`src/rtl/prot_rgn_pkg.sv`:
```
package prot_rgn_pkg;
  localparam int unsigned DATA_W     = 32;
  localparam int unsigned BASE_DROP  = 5;
  localparam int unsigned BASE_W     = DATA_W - BASE_DROP;
  localparam int unsigned HALF_W     = 16;
  localparam int unsigned FIELD_IDX_W = 4;   // region index field in base writes/reads
  localparam int unsigned CTRL_W     = 3;

  // byte offsets of the register window
  localparam int unsigned OFF_TYPE   = 32'h90;
  localparam int unsigned OFF_CTRL   = 32'h94;
  localparam int unsigned OFF_NUM    = 32'h98;
  localparam int unsigned OFF_BASE   = 32'h9c;
  localparam int unsigned OFF_ATTR   = 32'ha0;
  localparam int unsigned PAIR_COPIES = 4;   // primary pair plus three aliases
  localparam int unsigned PAIR_STEP  = 8;

  localparam logic [HALF_W-1:0] ATTR_KEEP = 16'h173f;
  localparam logic [HALF_W-1:0] SIZE_KEEP = 16'hff3f;

  typedef enum logic [2:0] {
    SEL_NONE,
    SEL_TYPE,
    SEL_CTRL,
    SEL_NUM,
    SEL_BASE,
    SEL_ATTR
  } reg_sel_e;

  typedef struct packed {
    logic [BASE_W-1:0] base;
    logic [HALF_W-1:0] attr;
    logic [HALF_W-1:0] size;
  } region_t;
endpackage

```
`src/rtl/prot_rgn_decode.sv`:
```
module prot_rgn_decode
  import prot_rgn_pkg::*;
#(
  parameter int unsigned ADDR_W = 8
) (
  input  logic [ADDR_W-1:0] addr,
  output reg_sel_e          sel
);
  localparam int unsigned WORD_W = ADDR_W - 2;

  logic [WORD_W-1:0] word_addr;
  logic              unused_lsb;

  assign word_addr  = addr[ADDR_W-1:2];
  assign unused_lsb = ^addr[1:0];

  function automatic logic [WORD_W-1:0] word_of(input int unsigned off);
    logic [31:0] v;
    v = off;
    return v[ADDR_W-1:2];
  endfunction

  always_comb begin
    sel = SEL_NONE;
    if (word_addr == word_of(OFF_TYPE)) sel = SEL_TYPE;
    if (word_addr == word_of(OFF_CTRL)) sel = SEL_CTRL;
    if (word_addr == word_of(OFF_NUM))  sel = SEL_NUM;
    for (int unsigned k = 0; k < PAIR_COPIES; k++) begin
      if (word_addr == word_of(OFF_BASE + k * PAIR_STEP)) sel = SEL_BASE;
      if (word_addr == word_of(OFF_ATTR + k * PAIR_STEP)) sel = SEL_ATTR;
    end
  end
endmodule

```
`src/rtl/prot_rgn_entry.sv`:
```
module prot_rgn_entry
  import prot_rgn_pkg::*;
(
  input  logic              clk,
  input  logic              rst_n,
  input  logic              wr_base,
  input  logic              wr_attr,
  input  logic [DATA_W-1:0] wdata,
  output region_t           q
);
  always_ff @(posedge clk) begin
    if (!rst_n) begin
      q <= '0;
    end else begin
      if (wr_base) q.base <= wdata[DATA_W-1:BASE_DROP];
      if (wr_attr) begin
        q.attr <= wdata[DATA_W-1:HALF_W] & ATTR_KEEP;
        q.size <= wdata[HALF_W-1:0] & SIZE_KEEP;
      end
    end
  end
endmodule

```
`src/rtl/prot_rgn_rsp.sv`:
```
module prot_rgn_rsp
  import prot_rgn_pkg::*;
(
  input  logic              clk,
  input  logic              rst_n,
  input  logic              load,
  input  logic [DATA_W-1:0] load_data,
  input  logic              rsp_ready,
  output logic              rsp_valid,
  output logic [DATA_W-1:0] rsp_rdata,
  output logic              req_ready
);
  assign req_ready = !rsp_valid || rsp_ready;

  always_ff @(posedge clk) begin
    if (!rst_n) begin
      rsp_valid <= 1'b0;
      rsp_rdata <= '0;
    end else if (load) begin
      rsp_valid <= 1'b1;
      rsp_rdata <= load_data;
    end else if (rsp_ready) begin
      rsp_valid <= 1'b0;
    end
  end
endmodule

```
`src/rtl/prot_region_regs.sv`:
```
module prot_region_regs
  import prot_rgn_pkg::*;
#(
  parameter int unsigned NUM_REGIONS = 8,
  parameter int unsigned ADDR_W      = 8
) (
  input  logic              clk,
  input  logic              rst_n,
  input  logic              req_valid,
  output logic              req_ready,
  input  logic              req_write,
  input  logic [ADDR_W-1:0] req_addr,
  input  logic [31:0]       req_wdata,
  output logic              rsp_valid,
  input  logic              rsp_ready,
  output logic [31:0]       rsp_rdata,
  output logic              region_err
);
  localparam int unsigned NUM_W   = 8;
  localparam int unsigned IDX_SEL = (NUM_REGIONS > 1) ? $clog2(NUM_REGIONS) : 1;
  localparam logic [DATA_W-1:0] LIMIT     = DATA_W'(NUM_REGIONS);
  localparam logic [DATA_W-1:0] TYPE_WORD = LIMIT << 8;

  reg_sel_e          sel;
  logic              accept, wr;
  logic              retarget, tgt_ok, num_ok, cur_ok, err_d;
  logic [FIELD_IDX_W-1:0] tgt;
  logic [NUM_W-1:0]  num_q;
  logic [CTRL_W-1:0] ctrl_q;
  logic              err_q;
  logic [DATA_W-1:0] rd_data, load_data;
  region_t           rgn [NUM_REGIONS];
  region_t           cur;

  prot_rgn_decode #(.ADDR_W(ADDR_W)) u_dec (
    .addr (req_addr),
    .sel  (sel)
  );

  assign accept   = req_valid && req_ready;
  assign wr       = accept && req_write;
  assign retarget = (sel == SEL_BASE) && req_wdata[BASE_DROP-1];
  assign tgt      = retarget ? req_wdata[FIELD_IDX_W-1:0] : num_q[FIELD_IDX_W-1:0];
  assign tgt_ok   = retarget ? (DATA_W'(req_wdata[FIELD_IDX_W-1:0]) < LIMIT)
                             : (DATA_W'(num_q) < LIMIT);
  assign num_ok   = req_wdata < LIMIT;
  assign err_d    = wr && (((sel == SEL_NUM) && !num_ok) ||
                           (((sel == SEL_BASE) || (sel == SEL_ATTR)) && !tgt_ok));

  // per-region storage
  for (genvar i = 0; i < NUM_REGIONS; i++) begin : g_rgn
    logic hit;
    assign hit = wr && tgt_ok && (DATA_W'(tgt) == DATA_W'(i));
    prot_rgn_entry u_ent (
      .clk     (clk),
      .rst_n   (rst_n),
      .wr_base (hit && (sel == SEL_BASE)),
      .wr_attr (hit && (sel == SEL_ATTR)),
      .wdata   (req_wdata),
      .q       (rgn[i])
    );
  end

  // region number, control and error pulse
  always_ff @(posedge clk) begin
    if (!rst_n) begin
      num_q  <= '0;
      ctrl_q <= '0;
      err_q  <= 1'b0;
    end else begin
      err_q <= err_d;
      if (wr && (sel == SEL_NUM) && num_ok)
        num_q <= req_wdata[NUM_W-1:0];
      else if (wr && retarget && tgt_ok)
        num_q <= NUM_W'(tgt);
      if (wr && (sel == SEL_CTRL))
        ctrl_q <= req_wdata[CTRL_W-1:0];
    end
  end

  assign region_err = err_q;

  // read path
  assign cur_ok = DATA_W'(num_q) < LIMIT;
  assign cur    = cur_ok ? rgn[num_q[IDX_SEL-1:0]] : '0;

  always_comb begin
    unique case (sel)
      SEL_TYPE: rd_data = TYPE_WORD;
      SEL_CTRL: rd_data = DATA_W'(ctrl_q);
      SEL_NUM:  rd_data = DATA_W'(num_q);
      SEL_BASE: rd_data = cur_ok ? {cur.base, 1'b0, num_q[FIELD_IDX_W-1:0]} : '0;
      SEL_ATTR: rd_data = cur_ok ? {cur.attr, cur.size} : '0;
      default:  rd_data = '0;
    endcase
  end

  assign load_data = req_write ? '0 : rd_data;

  prot_rgn_rsp u_rsp (
    .clk       (clk),
    .rst_n     (rst_n),
    .load      (accept),
    .load_data (load_data),
    .rsp_ready (rsp_ready),
    .rsp_valid (rsp_valid),
    .rsp_rdata (rsp_rdata),
    .req_ready (req_ready)
  );
endmodule

```
`config.mk`:
```
export PLATFORM = sky130hd
export DESIGN_NAME = prot_region_regs
export DESIGN_NICKNAME = d
export VERILOG_FILES = /design/src/rtl/prot_rgn_pkg.sv /design/src/rtl/prot_rgn_decode.sv /design/src/rtl/prot_rgn_entry.sv /design/src/rtl/prot_rgn_rsp.sv /design/src/rtl/prot_region_regs.sv
export SDC_FILE = /design/constraint.sdc
export NUM_CORES = 1
export LEC_CHECK = 0
export BUFFER_PORTS_ARGS = -buffer_cell sky130_fd_sc_hd__buf_4
export CAP_MARGIN = 20
export CORE_UTILIZATION = 60
export CTS_CLUSTER_DIAMETER = 30
export DETAILED_ROUTE_END_ITERATION = 8
export GPL_ROUTABILITY_DRIVEN = 0
export PLACE_DENSITY_LB_ADDON = 0.08
export SETUP_SLACK_MARGIN = 0.05
export SLEW_MARGIN = 15
export SYNTH_ARGS = -nofsm -noshare
export SYNTH_HDL_FRONTEND = slang
export SYNTH_SLANG_ARGS = --single-unit
```
`constraint.sdc`:
```
create_clock -name clk -period 5.3 [get_ports clk]
set_clock_uncertainty 0.05 [all_clocks]
set_input_delay 1.06 -clock clk [delete_from_list [all_inputs] [get_ports clk]]
set_output_delay 1.06 -clock clk [all_outputs]
set_load 0.01 [all_outputs]
```
Word-level counts from Yosys, hierarchy flattened

Index checks and enable logic that the tools add are counted.

Output and inout port bits: 35
Word-level logic and storage cells: 126
Flip-flop bits (word level): 453

Mux-type cells: 24
Reductions and logical operators: 45
Bitwise logic cells: 1
$lt $le $gt $ge: 4
Equal/unequal tests: 23

Operator list:

| operator                                                     | count |
|---|---|
| binary-select mux 59 bit (select 3 bit)                      | 1 |
| one-hot mux 32 bit (5 select lines)                          | 1 |
| two-way mux 59 bit                                           | 2 |
| two-way mux 32 bit                                           | 3 |
| == test 6 bit (second input constant)                        | 11 |
| logical AND 1 bit                                            | 36 |
| less-than comparator 32 x 4 -> 1 bit (second input constant) | 1 |
| two-way mux 3 bit                                            | 8 |
| == test 4 x 3 -> 1 bit (second input constant)               | 4 |
| two-way mux 8 bit                                            | 2 |
| == test 4 x 2 -> 1 bit (second input constant)               | 2 |
| less-than comparator 8 x 4 -> 1 bit (second input constant)  | 1 |
| == test 3 x 2 -> 1 bit (second input constant)               | 2 |
| == test 3 bit (second input constant)                        | 2 |
| == test 4 x 1 -> 1 bit (second input constant)               | 1 |
| >= comparator 4 bit (second input constant)                  | 1 |
| logical NOT 4 bit                                            | 1 |
| less-than comparator 4 bit (second input constant)           | 1 |
| two-way mux 1 bit                                            | 4 |
| two-way mux 2 bit                                            | 2 |
| two-way mux 4 bit                                            | 1 |
| inverter 3 -> 4 bit                                          | 1 |
| nonzero test 2 bit                                           | 2 |
| == test 3 x 1 -> 1 bit (second input constant)               | 1 |
| 2 further kinds                                              | 6 |

Depth between registers and ports, before layout

Depth after elaboration: 19
Mapped depth: 9
Depth with buffers taken out: 5

Cells and area by module

Synthesis repeated with hierarchy kept, for this count alone.

Cell total of the unflattened synthesis: 1875
Area total of the unflattened synthesis: 22126.2 um^2

By module, submodules not included:

| module           | area an instance (um^2) | seq. area each (um^2) | cells an instance | instances |
|---|---|---|---|---|
| prot_rgn_entry   | 2025.7                  | 1021.0                | 173               | 8 |
| prot_region_regs | 4575.6                  | 240.2                 | 375               | 1 |
| prot_rgn_rsp     | 1281.2                  | 660.6                 | 107               | 1 |
| prot_rgn_decode  | 63.8                    | 0.0                   | 9                 | 1 |

Worst setup path before layout

OpenSTA, ideal clock, no wires.

Path kind: input to register
Start: in req_addr[5]
End: reg g_rgn[3].u_ent.q[38] (netlist bit)
Stages: 9
Library setup time: 0.132 ns
Buffers on the path: 4
Data required time: 5.118 ns
Arrival time: 2.946 ns
Slack: 2.172 ns
Cell sequence: buf_4 -> a21boi_0 -> o21ai_1 -> or4b_1 -> clkbuf_2 -> or2_1 -> buf_6 -> buf_12 -> mux2i_1

Longest elaborated chain between the ends: 18
Elaborated cells between the ends (all ways): 30
Those cells by class: eq/ne: 13; mux: 13; reduce/logical: 4

Ends and longest elaborated chain:

| item                                                               | RTL line                                       | source |
|---|---|---|
| start, declared                                                    | prot_region_regs.sv:12                         | `input logic [ADDR_W-1:0] req_addr,` |
| == test 6 bit                                                      | prot_rgn_decode.sv:25                          | `if (word_addr == word_of(OFF_TYPE)) sel = SEL_TYPE;` |
| two-way mux 1 bit                                                  | prot_rgn_decode.sv:25                          |  |
| two-way mux 2 bit                                                  | prot_rgn_decode.sv:26                          | `if (word_addr == word_of(OFF_CTRL)) sel = SEL_CTRL;` |
| two-way mux 2 bit                                                  | prot_rgn_decode.sv:27                          | `if (word_addr == word_of(OFF_NUM)) sel = SEL_NUM;` |
| two-way mux 3 bit                                                  | prot_rgn_decode.sv:29                          | `if (word_addr == word_of(OFF_BASE + k * PAIR_STEP)) sel = SEL_BASE;` |
| two-way mux 3 bit                                                  | prot_rgn_decode.sv:30                          | `if (word_addr == word_of(OFF_ATTR + k * PAIR_STEP)) sel = SEL_ATTR;` |
| two-way mux 3 bit                                                  | prot_rgn_decode.sv:29                          |  |
| two-way mux 3 bit                                                  | prot_rgn_decode.sv:30                          |  |
| [2 not listed]                                                     | --                                             |  |
| two-way mux 3 bit                                                  | prot_rgn_decode.sv:29                          |  |
| two-way mux 3 bit (*)                                              | prot_rgn_decode.sv:30                          |  |
| == test 3 bit (*)                                                  | prot_region_regs.sv:42, prot_region_regs.sv:57 |  |
| logical AND 1 bit                                                  | prot_region_regs.sv:42                         | `assign retarget = (sel == SEL_BASE) && req_wdata[BASE_DROP-1];` |
| two-way mux 4 bit / two-way mux 1 bit (equally long branches)      | prot_region_regs.sv:43, prot_region_regs.sv:44 |  |
| == test 4 x 2 -> 1 bit / logical AND 1 bit (equally long branches) | prot_region_regs.sv:53                         | `assign hit = wr && tgt_ok && (DATA_W'(tgt) == DATA_W'(i));` |
| logical AND 1 bit                                                  | prot_region_regs.sv:53                         |  |
| logical AND 1 bit (*)                                              | prot_region_regs.sv:57                         | `.wr_base (hit && (sel == SEL_BASE)),` |
| end, declared                                                      | prot_rgn_entry.sv:9                            | `output region_t q` |

Mark *: on every way between the ends. The rest lies on a longest branch, timed or not.
A chain may end at the register's enable or synchronous reset.

Worst setup path in the final report

Start: in req_addr[5]
End: reg g_rgn[3].u_ent.q[17] (netlist bit)

Longest elaborated chain between the ends: 18
Elaborated cells between the ends (all ways): 31
Those cells by class: eq/ne: 14; mux: 13; reduce/logical: 4

Ends and longest elaborated chain:

| item                                                               | RTL line                                       | source |
|---|---|---|
| == test 6 bit                                                      | prot_rgn_decode.sv:25                          |  |
| two-way mux 1 bit                                                  | prot_rgn_decode.sv:25                          |  |
| two-way mux 2 bit                                                  | prot_rgn_decode.sv:26                          |  |
| two-way mux 2 bit                                                  | prot_rgn_decode.sv:27                          |  |
| two-way mux 3 bit                                                  | prot_rgn_decode.sv:29                          |  |
| two-way mux 3 bit                                                  | prot_rgn_decode.sv:30                          |  |
| two-way mux 3 bit                                                  | prot_rgn_decode.sv:29                          |  |
| two-way mux 3 bit                                                  | prot_rgn_decode.sv:30                          |  |
| [2 not listed]                                                     | --                                             |  |
| two-way mux 3 bit                                                  | prot_rgn_decode.sv:29                          |  |
| two-way mux 3 bit (*)                                              | prot_rgn_decode.sv:30                          |  |
| == test 3 bit                                                      | prot_region_regs.sv:42                         |  |
| logical AND 1 bit                                                  | prot_region_regs.sv:42                         |  |
| two-way mux 4 bit / two-way mux 1 bit (equally long branches)      | prot_region_regs.sv:43, prot_region_regs.sv:44 |  |
| == test 4 x 2 -> 1 bit / logical AND 1 bit (equally long branches) | prot_region_regs.sv:53                         |  |
| logical AND 1 bit                                                  | prot_region_regs.sv:53                         |  |
| logical AND 1 bit (*)                                              | prot_region_regs.sv:58                         | `.wr_attr (hit && (sel == SEL_ATTR)),` |

Marks and branches as above.

==> results by group <==
Clock network
  • Clock Tree Root: clkbuf_16
  • Clock-pin slew of the registers on the worst-case setup and hold paths: 0.05 ns
  • Deepest clock path buffer count: 3
  • H-tree depth: 3
  • Clock latency at the later pin of the worst-skew pair: 0.60 ns
  • Post-CTS Setup Repair Bufs: 0
  • # resized after CTS: 0
  • Clock Sinks: 453
  • Num CTS Buffers: 91
  • CTS tree: yes
  • # hold bufs at CTS: 0

Placement
  • Post-DP HPWL: 28.5 mm
  • Post-Place Setup Slack: 1.18 ns
  • Placed cells: 2,216
  • Buffers on Ports: 77
  • Cell Area, Placed: 20,500 sq um

Die
  • Chip Height: 184 um
  • Die ar.: 33,700 sq um
  • Row count: 66
  • Top-level port count: 80
  • Core Footprint: 32,500 sq um
  • Starting density of the core: 61.0%
  • Die extent in x: 184 um

Finish
  • Layout Nets: 1,912
  • Area Growth Syn to Fin: 19.9%
  • Fin area: 23,700 sq um
  • Cell Count, Final, Fillers Out: 2,383
  • Antenna cell count: 0
  • Post-layout util: 73.1%
  • Layout cells sized above 1: 20.6%

Global route
  • First-pass GRT wire length: 79.0 mm
  • Total Routing Usage GR: 30.6%
  • M2 GR Usage: 49.3%
  • M3 GR Usage: 4.75%
  • Top Usage Layer GRT: met2
  • Number of global-route vias before repair: 14,175
  • Largest net degree at the start of global routing: 139
  • GR Overflow Total: 0
  • Initial antenna violation count: 0
  • Met1 usage: 42.1%

Min path
  • Worst hold path type: flip-flop to flip-flop
  • HP Start: g_rgn[2].u_ent.q[19]$_SDFFE_PN0P_
  • WHS Path Cells: 2
  • Hold Path End: g_rgn[2].u_ent.q[19]$_SDFFE_PN0P_

Synthesis
  • Mapped cell area: 19,800 sq um
  • Sequential area share after synthesis: 45.8%
  • Post-synth EDFFs: 0
  • Syn_nets: 1,867
  • Post-synth ARST share: 0%
  • Ys flop type: dfxtp_1
  • Syn Inst Count: 1,822
  • Yosys reg bits: 453
  • Warnings, synthesis: 0
  • Syn_area_per_cell: 10.9 sq um
  • Netlist cell types: 57

Timing
  • Final setup viols: 0
  • Relative slew slack: 40.6%
  • Least-Margin Pin Slew: 0.891 ns
  • Max Clk Rate: 280 MHz
  • RSZ-0062 raised after global routing: no
  • Fin. Hold Viols: 0
  • Setup TNS: 0 ns
  • Fin crit share: 67.4%
  • Fin worst setup slack: 1.73 ns
  • Post-layout min period: 3.57 ns
  • WHS: 0.399 ns
  • Final slew viol count: 0

Setup path
  • Reg-to-reg endpoint: g_rgn[5].u_ent.q[49]$_SDFFE_PN0P_
  • Most used cell, CP: buf_4
  • Largest delay contributor family on the critical path: compound AO/OA/AOI/OAI gates
  • Critical path required time: 5.71 ns
  • Worst path max stage delay: 0.72 ns
  • Crit Path Max Fanout: 15
  • Startpoint Class: input port
  • Cells on worst reg2reg path: 5
  • RR Startpoint: num_q[2]$_SDFFE_PN0P_
  • Cell count along the critical path: 7
  • CP Class: input port to flip-flop
  • CP endpoint kind: flip-flop
  • Internal reg-to-reg setup slack: 2.21 ns
  • Buf+Inv Stages, Crit Path: 2
  • Cell Chain, Critical Path: buf_4 > a21boi_0 > o211ai_2 > a21o_1 > nand3_2 > buf_4 > mux2i_1
  • Worst path arrival time: 3.98 ns
  • Crit-path slowest cell: nand3_2

Run
  • Max-cap violations: 0

Route
  • Post-detailed-route via-to-cell ratio: 5.94
  • DR pass1 iterations: 4
  • Vias: 14,160
  • Post-route DRC: 0
  • Post-route antenna net violation count: 0
  • Final wirelength: 50.7 mm
  • DR WL/cell: 21.3 um
  • Initial DRC count: 1,083

Power and ir drop
  • Pwr dens: 399 nW/um^2
  • Leak: 9.32 nW
  • Power Total: 9.48 mW
  • Max IR drop VDD: 0.330 mV

Outcome
  • Run status: completed
routing by layer:
layer / vias up / routed length [um]
li1: 6566 / -
met1: 7061 / 22700
met2: 448 / 23800
met3: 85 / 2890
met4: 0 / 1230
met5: - / 0
cell usage in the layout (no fill, tap or decap), drive strengths merged, types with 2 or more instances in the layout:
| cell | Yosys | final |
|---|---|---|
| nor2b | 5 | 5 |
| clkbuf | 96 | 112 |
| inv | 3 | 9 |
| clkinv | 1 | 32 |
| and2 | 8 | 8 |
| bufinv | 0 | 11 |
| nor3 | 9 | 9 |
| a22o | 19 | 19 |
| or2 | 3 | 3 |
| a32oi | 3 | 3 |
| a222oi | 3 | 3 |
| or4 | 3 | 3 |
| and3 | 6 | 6 |
| nand4 | 7 | 7 |
| mux4 | 102 | 102 |
| dfxtp | 453 | 453 |
| a211oi | 5 | 5 |
| mux2 | 4 | 4 |
| o2bb2ai | 3 | 3 |
| nor2 | 15 | 15 |
| nand3 | 13 | 13 |
| and3b | 2 | 2 |
| nor4 | 12 | 12 |
| nand2 | 454 | 454 |
| clkinvlp | 0 | 7 |
| or3 | 2 | 2 |
| nand3b | 2 | 2 |
| buf | 59 | 107 |
| mux2i | 466 | 466 |
| o22ai | 24 | 24 |
| a21oi | 9 | 9 |
| nand2b | 5 | 5 |
| o21ai | 15 | 15 |
report_power, final:
part	leakage [nW]	internal, mW	switching [mW]
registers	3.65	3.42	0.00203
logic	4.10	0.0535	0.162
clock network	1.57	3.93	1.92
cells in the mapped netlist, types with 2 or more instances:
| cell | n | area [sq um] |
|---|---|---|
| mux2i_1 | 466 | 4660 |
| nand2_1 | 454 | 1700 |
| dfxtp_1 | 453 | 9070 |
| mux4_2 | 102 | 2300 |
| clkbuf_1 | 94 | 353 |
| o22ai_1 | 24 | 150 |
| buf_2 | 20 | 100 |
| a22o_1 | 18 | 158 |
| buf_1 | 17 | 63.8 |
| o21ai_0 | 14 | 70.1 |
| nand3_1 | 13 | 65.1 |
| nor2_1 | 12 | 45.0 |
| buf_4 | 11 | 82.6 |
| nor4_1 | 10 | 62.6 |
| buf_6 | 9 | 101 |
| nor3_1 | 9 | 45.0 |
| a21oi_1 | 8 | 40.0 |
| and2_1 | 8 | 50.1 |
| nand4_1 | 6 | 37.5 |
| a211oi_1 | 5 | 37.5 |
| and3_1 | 5 | 31.3 |
| nand2b_1 | 5 | 31.3 |
| nor2b_1 | 5 | 31.3 |
| mux2_2 | 4 | 45.0 |
| a222oi_1 | 3 | 30.0 |
| a32oi_1 | 3 | 26.3 |
| inv_1 | 3 | 11.3 |
| o2bb2ai_1 | 3 | 26.3 |
| and3b_1 | 2 | 17.5 |
| buf_12 | 2 | 40.0 |
| clkbuf_2 | 2 | 10.0 |
| nand3b_1 | 2 | 15.0 |
| nor2_2 | 2 | 12.5 |
| nor4_4 | 2 | 42.5 |
| or2_2 | 2 | 12.5 |
| or3_1 | 2 | 12.5 |
| or4_1 | 2 | 15.0 |
flip-flops by register name (all words and copies together) (netlist names):
register and count:
u_rsp.rsp_rdata 32, region_err 1, u_rsp.rsp_valid 1, g_rgn.u_ent.q 408
num_q 8, ctrl_q 3
layout make-up:
type / instances / area, sq um
inverter: 4 / 15.0
clock inverter: 55 / 701
tap: 442 / 553
multi-input combinational: 1210 / 10000
timing repair buffer: 107 / 861
sequential: 453 / 9080
fill: 2262 / 8720
clock buffer: 112 / 2520
kinds of logic after synthesis:
group,Yosys count,share of synthesized area [%]
muxes,572,35.4
xor gates and xnor gates,1,0.0443
AOI/OAI and AO/OA,87,3.14
buffers and inverters,159,3.87
and+or+nand+nor,550,11.7
DFF,453,45.8
worst max path at each step:
| stage | start | slack, ns | to |
|---|---|---|---|
| detailed placement | req_addr[5] | 1.18 | g_rgn[3].u_ent.q[17]$_SDFFE_PN0P_ |
| floorplan | req_addr[5] | 2.17 | g_rgn[3].u_ent.q[38]$_SDFFE_PN0P_ |
| CTS | req_addr[5] | 1.79 | g_rgn[3].u_ent.q[17]$_SDFFE_PN0P_ |
| finish | req_addr[5] | 1.73 | g_rgn[3].u_ent.q[17]$_SDFFE_PN0P_ |
| global placement | req_addr[5] | 1.18 | g_rgn[3].u_ent.q[17]$_SDFFE_PN0P_ |
| global route | req_addr[5] | 1.58 | g_rgn[3].u_ent.q[17]$_SDFFE_PN0P_ |
worst min-delay path, delay by kind of cell (launching register included):
kind	cells	cell delay [ns]
mux	1	0.05
flops	1	0.30
simple gates	1	0.05
Note: power is estimated with default switching activity, not from simulation.
